### config.mk
export PLATFORM = sky130hd
export DESIGN_NAME = region_guard
export DESIGN_NICKNAME = d
export VERILOG_FILES = /design/src/rtl/region_guard_pkg.sv /design/src/rtl/rg_region_file.sv /design/src/rtl/rg_access_check.sv /design/src/rtl/rg_fault_capture.sv /design/src/rtl/region_guard.sv
export SDC_FILE = /design/constraint.sdc
export NUM_CORES = 2
export LEC_CHECK = 0
export BUFFER_PORTS_ARGS = -buffer_cell sky130_fd_sc_hd__clkbuf_2
export CAP_MARGIN = 25
export CORE_MARGIN = 3
export CORE_UTILIZATION = 50
export DETAILED_ROUTE_END_ITERATION = 12
export PLACE_DENSITY = 0.63
export SLEW_MARGIN = 15
export SYNTH_ARGS = -nofsm -noshare
export SYNTH_HDL_FRONTEND = slang
export SYNTH_SLANG_ARGS = --single-unit
### constraint.sdc
create_clock -name clk -period 5.68 [get_ports clk]
set_input_delay 0.284 -clock clk [delete_from_list [all_inputs] [get_ports clk]]
set_output_delay 0.284 -clock clk [all_outputs]
set_load 0.01 [all_outputs]
### src/rtl/region_guard_pkg.sv
`timescale 1ns/1ps
package region_guard_pkg;

  typedef enum logic [1:0] {
    KIND_RD   = 2'd0,
    KIND_WR   = 2'd1,
    KIND_EX   = 2'd2,
    KIND_RSVD = 2'd3
  } acc_kind_e;

  typedef enum logic [1:0] {
    FLD_START  = 2'd0,
    FLD_END    = 2'd1,
    FLD_PERM   = 2'd2,
    FLD_GLOBAL = 2'd3
  } cfg_field_e;

  // Processor rights occupy six bits, every other master two.
  localparam int CORE_PERM_BITS  = 6;
  localparam int OTHER_PERM_BITS = 2;

  function automatic int perm_width(input int masters);
    return CORE_PERM_BITS + OTHER_PERM_BITS * (masters - 1);
  endfunction

endpackage

### src/rtl/rg_region_file.sv
`timescale 1ns/1ps
module rg_region_file
  import region_guard_pkg::*;
#(
  parameter int NUM_REGIONS = 16,
  parameter int NUM_PORTS   = 2,
  parameter int ADDR_W      = 32,
  parameter int GRAN_BITS   = 5,
  parameter int PERM_W      = 12,
  parameter int CFG_AW      = 6
) (
  input  logic                                   clk,
  input  logic                                   rst,
  input  logic                                   cfg_we,
  input  logic [CFG_AW-1:0]                      cfg_addr,
  input  logic [ADDR_W-1:0]                      cfg_wdata,
  output logic [NUM_REGIONS-1:0][ADDR_W-GRAN_BITS-1:0] start_pg,
  output logic [NUM_REGIONS-1:0][ADDR_W-GRAN_BITS-1:0] end_pg,
  output logic [NUM_REGIONS-1:0][PERM_W-1:0]     perm,
  output logic [NUM_REGIONS-1:0]                 valid,
  output logic                                   guard_en,
  output logic [NUM_PORTS-1:0]                   flag_clr
);

  localparam int RIDX_W = CFG_AW - 2;

  logic [RIDX_W-1:0] ridx;
  logic [1:0]        fld;

  assign ridx = cfg_addr[CFG_AW-1:2];
  assign fld  = cfg_addr[1:0];

  for (genvar r = 0; r < NUM_REGIONS; r++) begin : g_region
    always_ff @(posedge clk) begin
      if (rst) begin
        start_pg[r] <= '0;
        end_pg[r]   <= '0;
        perm[r]     <= '0;
        valid[r]    <= 1'b0;
      end else if (cfg_we && ridx == RIDX_W'(r)) begin
        case (fld)
          FLD_START: begin
            start_pg[r] <= cfg_wdata[ADDR_W-1:GRAN_BITS];
            valid[r]    <= 1'b0;
          end
          FLD_END: begin
            end_pg[r] <= cfg_wdata[ADDR_W-1:GRAN_BITS];
            valid[r]  <= 1'b0;
          end
          FLD_PERM: begin
            perm[r]  <= cfg_wdata[PERM_W-1:0];
            valid[r] <= 1'b1;
          end
          default: ;
        endcase
      end
    end
  end

  always_ff @(posedge clk) begin
    if (rst) begin
      guard_en <= 1'b0;
    end else if (cfg_we && fld == FLD_GLOBAL && ridx == '0) begin
      guard_en <= cfg_wdata[0];
    end
  end

  for (genvar p = 0; p < NUM_PORTS; p++) begin : g_clr
    assign flag_clr[p] = cfg_we && fld == FLD_GLOBAL &&
                         ridx == RIDX_W'(p + 1) && cfg_wdata[0];
  end

endmodule

### src/rtl/rg_access_check.sv
`timescale 1ns/1ps
module rg_access_check
  import region_guard_pkg::*;
#(
  parameter int NUM_REGIONS = 16,
  parameter int NUM_MASTERS = 4,
  parameter int ADDR_W      = 32,
  parameter int GRAN_BITS   = 5,
  parameter int PERM_W      = 12,
  parameter int MASTER_W    = 2
) (
  input  logic [NUM_REGIONS-1:0][ADDR_W-GRAN_BITS-1:0] start_pg,
  input  logic [NUM_REGIONS-1:0][ADDR_W-GRAN_BITS-1:0] end_pg,
  input  logic [NUM_REGIONS-1:0][PERM_W-1:0]     perm,
  input  logic [NUM_REGIONS-1:0]                 valid,
  input  logic                                   guard_en,
  input  logic [ADDR_W-1:0]                      addr,
  input  logic [MASTER_W-1:0]                    master,
  input  logic [1:0]                             kind,
  input  logic                                   sup,
  output logic                                   ok
);

  localparam int PAGE_W = ADDR_W - GRAN_BITS;

  function automatic logic rights(input logic [PERM_W-1:0] pm,
                                  input logic [MASTER_W-1:0] who,
                                  input logic [1:0] k,
                                  input logic s);
    logic [PERM_W-1:0] sh;
    int                pos;
    if (k == KIND_RSVD) begin
      pos = -1;
    end else if (who == '0) begin
      pos = (s ? 0 : 3) + int'(k);
    end else begin
      pos = CORE_PERM_BITS + OTHER_PERM_BITS * (int'(who) - 1) +
            ((k == KIND_WR) ? 1 : 0);
    end
    if (pos < 0) begin
      return 1'b0;
    end
    sh = pm >> pos;
    return sh[0];
  endfunction

  logic [PAGE_W-1:0]      page;
  logic [NUM_REGIONS-1:0] grant;

  assign page = addr[ADDR_W-1:GRAN_BITS];

  for (genvar r = 0; r < NUM_REGIONS; r++) begin : g_match
    logic hit;
    assign hit      = valid[r] && (page >= start_pg[r]) && (page <= end_pg[r]);
    assign grant[r] = hit && rights(perm[r], master, kind, sup);
  end

  assign ok = !guard_en || (|grant);

endmodule

### src/rtl/rg_fault_capture.sv
`timescale 1ns/1ps
module rg_fault_capture #(
  parameter int ADDR_W   = 32,
  parameter int MASTER_W = 2
) (
  input  logic                clk,
  input  logic                rst,
  input  logic                deny,
  input  logic                clr,
  input  logic [ADDR_W-1:0]   addr,
  input  logic [MASTER_W-1:0] master,
  input  logic [1:0]          kind,
  input  logic                sup,
  output logic                flag,
  output logic [ADDR_W-1:0]   cap_addr,
  output logic [MASTER_W-1:0] cap_master,
  output logic [1:0]          cap_kind,
  output logic                cap_sup
);

  always_ff @(posedge clk) begin
    if (rst) begin
      flag       <= 1'b0;
      cap_addr   <= '0;
      cap_master <= '0;
      cap_kind   <= '0;
      cap_sup    <= 1'b0;
    end else if (deny) begin
      flag       <= 1'b1;
      cap_addr   <= addr;
      cap_master <= master;
      cap_kind   <= kind;
      cap_sup    <= sup;
    end else if (clr) begin
      flag <= 1'b0;
    end
  end

endmodule

### src/rtl/region_guard.sv
`timescale 1ns/1ps
module region_guard
  import region_guard_pkg::*;
#(
  parameter int NUM_REGIONS = 16,
  parameter int NUM_MASTERS = 4,
  parameter int NUM_PORTS   = 2,
  parameter int ADDR_W      = 32,
  parameter int GRAN_BITS   = 5,
  localparam int MASTER_W   = (NUM_MASTERS > 1) ? $clog2(NUM_MASTERS) : 1,
  localparam int CFG_AW     = $clog2(NUM_REGIONS) + 2
) (
  input  logic                                clk,
  input  logic                                rst,
  input  logic                                cfg_we,
  input  logic [CFG_AW-1:0]                   cfg_addr,
  input  logic [ADDR_W-1:0]                   cfg_wdata,
  input  logic [NUM_PORTS-1:0]                acc_valid,
  input  logic [NUM_PORTS-1:0][ADDR_W-1:0]    acc_addr,
  input  logic [NUM_PORTS-1:0][MASTER_W-1:0]  acc_master,
  input  logic [NUM_PORTS-1:0][1:0]           acc_kind,
  input  logic [NUM_PORTS-1:0]                acc_sup,
  output logic [NUM_PORTS-1:0]                acc_ok,
  output logic [NUM_PORTS-1:0]                slave_en,
  output logic [NUM_PORTS-1:0]                acc_err,
  output logic [NUM_PORTS-1:0]                flt_flag,
  output logic [NUM_PORTS-1:0][ADDR_W-1:0]    flt_addr,
  output logic [NUM_PORTS-1:0][MASTER_W-1:0]  flt_master,
  output logic [NUM_PORTS-1:0][1:0]           flt_kind,
  output logic [NUM_PORTS-1:0]                flt_sup
);

  localparam int PERM_W = perm_width(NUM_MASTERS);
  localparam int PAGE_W = ADDR_W - GRAN_BITS;

  logic [NUM_REGIONS-1:0][PAGE_W-1:0] start_pg;
  logic [NUM_REGIONS-1:0][PAGE_W-1:0] end_pg;
  logic [NUM_REGIONS-1:0][PERM_W-1:0] perm;
  logic [NUM_REGIONS-1:0]             region_valid;
  logic                               guard_en;
  logic [NUM_PORTS-1:0]               flag_clr;

  rg_region_file #(
    .NUM_REGIONS(NUM_REGIONS),
    .NUM_PORTS  (NUM_PORTS),
    .ADDR_W     (ADDR_W),
    .GRAN_BITS  (GRAN_BITS),
    .PERM_W     (PERM_W),
    .CFG_AW     (CFG_AW)
  ) regions_i (
    .clk      (clk),
    .rst      (rst),
    .cfg_we   (cfg_we),
    .cfg_addr (cfg_addr),
    .cfg_wdata(cfg_wdata),
    .start_pg (start_pg),
    .end_pg   (end_pg),
    .perm     (perm),
    .valid    (region_valid),
    .guard_en (guard_en),
    .flag_clr (flag_clr)
  );

  for (genvar p = 0; p < NUM_PORTS; p++) begin : g_port
    rg_access_check #(
      .NUM_REGIONS(NUM_REGIONS),
      .NUM_MASTERS(NUM_MASTERS),
      .ADDR_W     (ADDR_W),
      .GRAN_BITS  (GRAN_BITS),
      .PERM_W     (PERM_W),
      .MASTER_W   (MASTER_W)
    ) check_i (
      .start_pg(start_pg),
      .end_pg  (end_pg),
      .perm    (perm),
      .valid   (region_valid),
      .guard_en(guard_en),
      .addr    (acc_addr[p]),
      .master  (acc_master[p]),
      .kind    (acc_kind[p]),
      .sup     (acc_sup[p]),
      .ok      (acc_ok[p])
    );

    assign slave_en[p] = acc_valid[p] &  acc_ok[p];
    assign acc_err[p]  = acc_valid[p] & ~acc_ok[p];

    rg_fault_capture #(
      .ADDR_W  (ADDR_W),
      .MASTER_W(MASTER_W)
    ) fault_i (
      .clk       (clk),
      .rst       (rst),
      .deny      (acc_err[p]),
      .clr       (flag_clr[p]),
      .addr      (acc_addr[p]),
      .master    (acc_master[p]),
      .kind      (acc_kind[p]),
      .sup       (acc_sup[p]),
      .flag      (flt_flag[p]),
      .cap_addr  (flt_addr[p]),
      .cap_master(flt_master[p]),
      .cap_kind  (flt_kind[p]),
      .cap_sup   (flt_sup[p])
    );
  end

endmodule

Word level (Yosys, flattened, before mapping) --
Index checks and enable logic that the tools add are counted.
Operators by class: $add $sub $neg 8, $lt $le $gt $ge 66, equal/unequal tests 22, shift-type cells 32, multiplexer cells 49, bitwise gates (word level) 6, reductions and logical operators 195
Operator list (count):
- $shr A12 B32 Y1 | 32
- $ge A27 B27 Y1 | 32
- $le A27 B27 Y1 | 32
- $mux W32 | 4
- $reduce_and A2 Y1 | 64
- $logic_and A1 B1 Y1 | 118
- $add A32 B32 Y32 | 2
- $add A4 B32 Y32 const A | 2
- $lt A32 B1 Y1 const B | 2
- $mux W1 | 42
- $add A32 B3 Y32 | 1
- $eq A4 B4 Y1 const B | 8
- $reduce_or A16 Y1 | 2
- $eq A4 B3 Y1 const B | 4
- $eq A2 B2 Y1 const B | 4
- $eq A4 B2 Y1 const B | 2
- $eq A2 B1 Y1 const B | 3
- $logic_not A2 Y1 | 3
- $reduce_bool A2 Y1 | 3
- $sub A2 B1 Y3 const B | 2
- $and A1 B1 Y1 | 4
- $eq A4 B1 Y1 const B | 1
- $logic_not A4 Y1 | 1
- $mux W2 | 2
- other kinds (6) | 8
Word-level totals: register bits 1149

Depth between registers and ports, before layout --
depth after elaboration 14, gate-level depth with buffers 21

Hierarchy --
From an unflattened synthesis, not the netlist that was laid out.
Second synthesis, totals: cells, all modules 10505, area, all modules 90651.9 um2
Modules (own cells, without submodules):
- rg_region_file | instances 1, cells an instance 3665, area each 41359.7 um2, sequential area each 21480.6 um2
- rg_access_check at g_port[1].check_i | instances 1, cells an instance 3310, area each 23303.6 um2, sequential area each 0.0 um2
- rg_access_check at g_port[0].check_i | instances 1, cells an instance 3280, area each 23233.5 um2, sequential area each 0.0 um2
- rg_fault_capture | instances 2, cells an instance 123, area each 1361.3 um2, sequential area each 760.7 um2
- region_guard | instances 1, cells an instance 4, area each 32.5 um2, sequential area each 0.0 um2

Worst setup path before layout --
Ideal clock, no wire load.
path type input port to output port, from input acc_kind[1] (netlist name), to output acc_err[0], arrival time 3.756 ns, required time 5.396 ns, slack 1.640 ns, stages 20, cell sequence buf_2 -> inv_1 -> fa_1 -> or2_2 -> clkbuf_1 -> nand2_1 -> buf_2 -> buf_2 -> buf_2 -> mux4_2 -> nand4_1 -> o31ai_1 -> o221ai_1 -> o2111ai_1 -> and3b_1 -> clkbuf_1 -> clkbuf_1 -> nand3_1 -> inv_1 -> buf_4
Between the ends: cells in the longest elaborated chain, start to end 13, elaborated cells on any way between the ends 61, classes of those cells add/sub: 2; order compare: 1; eq/ne: 2; shift: 16; mux: 20; bitwise: 2; reduce/logical: 18
RTL lines:
- start: declaration | line region_guard.sv:21 | input logic [NUM_PORTS-1:0][1:0] acc_kind,
- $eq A2 B1 Y1 | line rg_access_check.sv:38 | ((k == KIND_WR) ? 1 : 0);
- $mux W1 | line rg_access_check.sv:38
- $add A32 B32 Y32 | line rg_access_check.sv:37 | pos = CORE_PERM_BITS + OTHER_PERM_BITS * (int'(who) - 1) +
- $mux W32 | line rg_access_check.sv:34 | end else if (who == '0) begin
- $mux W32 * | line rg_access_check.sv:32 | if (k == KIND_RSVD) begin
- $lt A32 B1 Y1 | line rg_access_check.sv:40 | if (pos < 0) begin
- $mux W1 | line rg_access_check.sv:40
- $mux W1 | line rg_access_check.sv:43 | sh = pm >> pos;
- $logic_and A1 B1 Y1 | line rg_access_check.sv:55 | assign grant[r] = hit && rights(perm[r], master, kind, sup);
- $reduce_or A16 Y1 * | line rg_access_check.sv:58 | assign ok = !guard_en || (|grant);
- $logic_or A1 B1 Y1 * | line rg_access_check.sv:58
- $not A1 Y1 * | line region_guard.sv:86 | assign acc_err[p] = acc_valid[p] & ~acc_ok[p];
- $and A1 B1 Y1 * | line region_guard.sv:86
- end: declaration | line region_guard.sv:25 | output logic [NUM_PORTS-1:0] acc_err,
Mark *: on every way between the ends. The rest lies on a longest branch, timed or not.

Final worst setup path --
from input acc_master[1] (netlist name), to output slave_en[0]
Between the ends: cells in the longest elaborated chain, start to end 12, elaborated cells on any way between the ends 59, classes of those cells add/sub: 3; order compare: 1; shift: 16; mux: 19; bitwise: 1; reduce/logical: 19
RTL lines:
- start: declaration | line region_guard.sv:20 | input logic [NUM_PORTS-1:0][MASTER_W-1:0] acc_master,
- $sub A2 B1 Y3 | line rg_access_check.sv:37
- $add A4 B32 Y32 | line rg_access_check.sv:37
- $add A32 B32 Y32 | line rg_access_check.sv:37
- $mux W32 * | line rg_access_check.sv:34
- $mux W32 * | line rg_access_check.sv:32
- $lt A32 B1 Y1 | line rg_access_check.sv:40
- $mux W1 | line rg_access_check.sv:40
- $mux W1 | line rg_access_check.sv:43
- $logic_and A1 B1 Y1 | line rg_access_check.sv:55
- $reduce_or A16 Y1 * | line rg_access_check.sv:58
- $logic_or A1 B1 Y1 * | line rg_access_check.sv:58
- $and A1 B1 Y1 * | line region_guard.sv:85 | assign slave_en[p] = acc_valid[p] & acc_ok[p];
- end: declaration | line region_guard.sv:24 | output logic [NUM_PORTS-1:0] slave_en,
Marks and branches as above.

==> impl_metrics.tcl <==
set metrics [dict create \
    via_per_inst 6.37 \
    critical_path_depth 15 \
    holdWs_ns 0.0594 \
    synth-compound-area-share_pct 19.5 \
    syn_inst 11100 \
    cap_viol_max_count 0 \
    setup_viol 0 \
    slew_violations 0 \
    synth_top_flop_cell "dfxtp_1" \
    hold_depth 3 \
    finalInstanceArea_sq_um 95500 \
    drc 0 \
    synthTopCellsByArea "dfxtp_1, ha_1, nand2_1, a21oi_1, inv_1" \
    wl_mm 390 \
    grt_pass1_vias 80800 \
    async_flop_share_pct 0 \
    die_area_sq_um 175000 \
    syn2layout_area_growth_pct 12.2 \
    hold_path.class "primary input to flop" \
    post_drt_wl_per_cell_um 28.6 \
    crit_path_end_kind "output pin" \
    powerDensity_nw_per_um2 229 \
    ys_seq_elements 1149 \
    start_util_pct 50.6 \
    synth_fa_ha_area_share_pct 25.6 \
    die_w_um 419 \
    tightest_slew_ns 1.20 \
    worstPathMaxFanout 17 \
    layout.nets 13100 \
    fin_tns_setup_ns 0 \
    synth_area_per_cell_sq_um 7.64 \
    crit_chain "dlygate4sd3_1, clkbuf_2, nor2_1, inv_1, ha_1, nand2b_1, nor2_1, nand4_1, o21ai_0, buf_4, nand4_1, and3b_1, buf_4, a21oi_1, clkbuf_2" \
    fin_crit_ns 5.64 \
    rows 150 \
    crit_arrival_ns 5.36 \
    slowest_stage "nor2_1" \
    r2r_cells 12 \
    p_leak_nw 35.1 \
    final_antenna_net_count 0 \
    worstSkewPairLatency_ns 0.82 \
    htree_levels 4 \
    synth_fp_nets 13000 \
    synth_top_area_share_pct 27.0 \
    cp_num_buf_inv 6 \
    grt_max_degree 177 \
    path_clk_slew_ns 0.06 \
    synth_xor_area_share_pct 0 \
    drt_iter0_drc 9963 \
    grt_antenna_before_repair 40 \
    grt_usage_pct 43.1 \
    clock_sinks 1149 \
    core_area_sq_um 168000 \
    synthMuxAreaShare_pct 1.10 \
    io_pins 199 \
    post_cts_buffers 0 \
    final-hold-violation-count 0 \
    final_common_cell "nand2_1" \
    synth_edf_count 0 \
    cts_tree "done" \
    synthSimpleGateAreaFrac_pct 20.3 \
    synth_top_family_by_area "adder cells" \
    synth_seq_area_share_pct 27.0 \
    clock_skew_ns 0.0356 \
    place_area_sq_um 89900 \
    relSlewSlack_pct 20.1 \
    numCtsBuffers 146 \
    drive_gt1_share_pct 7.67 \
    dpl.hpwl_mm 265 \
    max_freq_mhz 177 \
    status "finished clean" \
    first_pass_iters 6 \
    start_kind "primary input" \
    grt-ovfl-total 0 \
    die-height_um 419 \
    clockRootBuffer "clkbuf_16" \
    io_buffers 198 \
    final_cell_mix "nand2_1, ha_1, a21oi_1" \
    ir_worst_vdd_uv 292 \
    finalPower_mw 21.9 \
    gp_congestion 1.00 \
    yosys.area.top_type "dfxtp_1" \
    path_class "primary input to output pin" \
    rsz0062_at_grt "no" \
    critPathMaxStageDelay_ns 0.75 \
    synth_cell_types 82 \
    yosys_warnings 0 \
    critPathTopFamily "simple AND/OR/NAND/NOR gates" \
    cp.required_ns 5.40 \
    period_share_pct 99.4 \
    num_vias 86800 \
    cts_buffer_depth 3 \
    syn_area_sq_um 85100 \
    grt_first_pass_wirelength_mm 554 \
]
-- state kept, by name, summed over array words and instances (netlist names) --
| register | flops |
|---|---|
| g_port.fault_i.cap_addr | 64 |
| g_port.fault_i.cap_sup | 2 |
| g_port.fault_i.flag | 2 |
| regions_i.end_pg | 432 |
| regions_i.guard_en | 1 |
| g_port.fault_i.cap_master | 4 |
| regions_i.perm | 192 |
| g_port.fault_i.cap_kind | 4 |
| regions_i.valid | 16 |
| regions_i.start_pg | 432 |
-- power by group --
part           switching (mW)  internal (mW)
clock                    4.03           6.07
sequential             0.0219           8.09
combinational            2.57           1.09
total                    6.63           15.3
-- layer usage --
layer	vias up	part of all wire, %	track usage [%]
met5	-	0.022	0
met4	12	8.7	32.0
met3	1329	11	9.95
met2	4794	41	64.0
met1	41100	39	54.4
li1	39600	-	-
-- cells by family (layout without fill, tap and decap cells) --
logic type / after synthesis / in the layout
compound gates: 2824 / 2824
fa+ha+maj: 1740 / 1740
buf+inv: 1453 / 1718
flops: 1149 / 1149
mux: 53 / 53
other cells: 0 / 29
simple gates: 3920 / 3920
-- tightest hold or removal path, stage by stage --
cell     delay [ns]
buf_4          0.30
nand4_1        0.15
a21oi_1        0.06
-- through the flow --
| stage | util, % | setup WS, ns | instances |
|---|---|---|---|
| global route | 56.8 | 0.0520 | 13600 |
| detailed placement | 53.4 | 0.643 | 13300 |
| finish | 56.8 | 0.0356 | 13600 |
| global placement | 53.2 | 0.731 | 13300 |
| CTS | 56.7 | 0.180 | 13600 |
| floorplan | - | 1.64 | 11100 |
-- cells in the mapped netlist (7+ instances only) --
cell	count
and3_1	73
nor2_1	256
nand2_1	2549
or3_1	10
dfxtp_1	1149
nor3_1	90
o21a_1	54
nand2b_1	32
a2111oi_0	35
o31ai_1	100
a211o_1	16
mux4_2	32
a21boi_0	8
a221oi_1	37
nor4_1	56
a21oi_1	1662
a22oi_1	15
and2_1	12
o41ai_1	9
nand4_1	379
mux2i_1	19
buf_1	7
o21bai_1	26
or4_1	13
a211oi_1	125
a21o_1	217
a31oi_1	58
nand3b_1	24
clkbuf_1	495
o311ai_0	13
or2_2	23
o2111ai_1	19
a41oi_1	9
ha_1	1738
o211ai_1	43
nor2b_1	73
buf_4	13
a32oi_1	8
and4_1	31
buf_2	37
inv_1	895
a221o_1	9
nand3_1	268
o21ai_0	292
-- timing repair --
| item | CTS | global route |
|---|---|---|
| hold buffers | 29 | 1 |
| setup endpoints to repair | 0 | 2 |
| endpoints found under the hold margin | 96 | 1 |
| gates resized for setup | 0 | 2 |
-- path summary, 6_finish.rpt --
kind                         start                              to  slack (ns)
max                  acc_master[1]                     slave_en[0]        0.04
min reg2reg  regions_i.start_pg[2]           regions_i.start_pg[2]        0.45
max reg2reg  regions_i.end_pg[134]  g_port[0].fault_i.cap_addr[16]        1.32
min                   acc_addr[23]  g_port[0].fault_i.cap_addr[23]        0.06
-- cell type report --
| cell class | count | area (sq um) |
|---|---|---|
| sequential | 1149 | 23000 |
| tap | 2204 | 2760 |
| clock inverter | 64 | 935 |
| multi-input combinational | 8537 | 56700 |
| inverter | 895 | 3360 |
| clock buffer | 203 | 4180 |
| timing repair buffer | 556 | 4540 |
| fill | 15800 | 72600 |
| antenna | 29 | 72.6 |
Power figures use the tool's default switching activity.
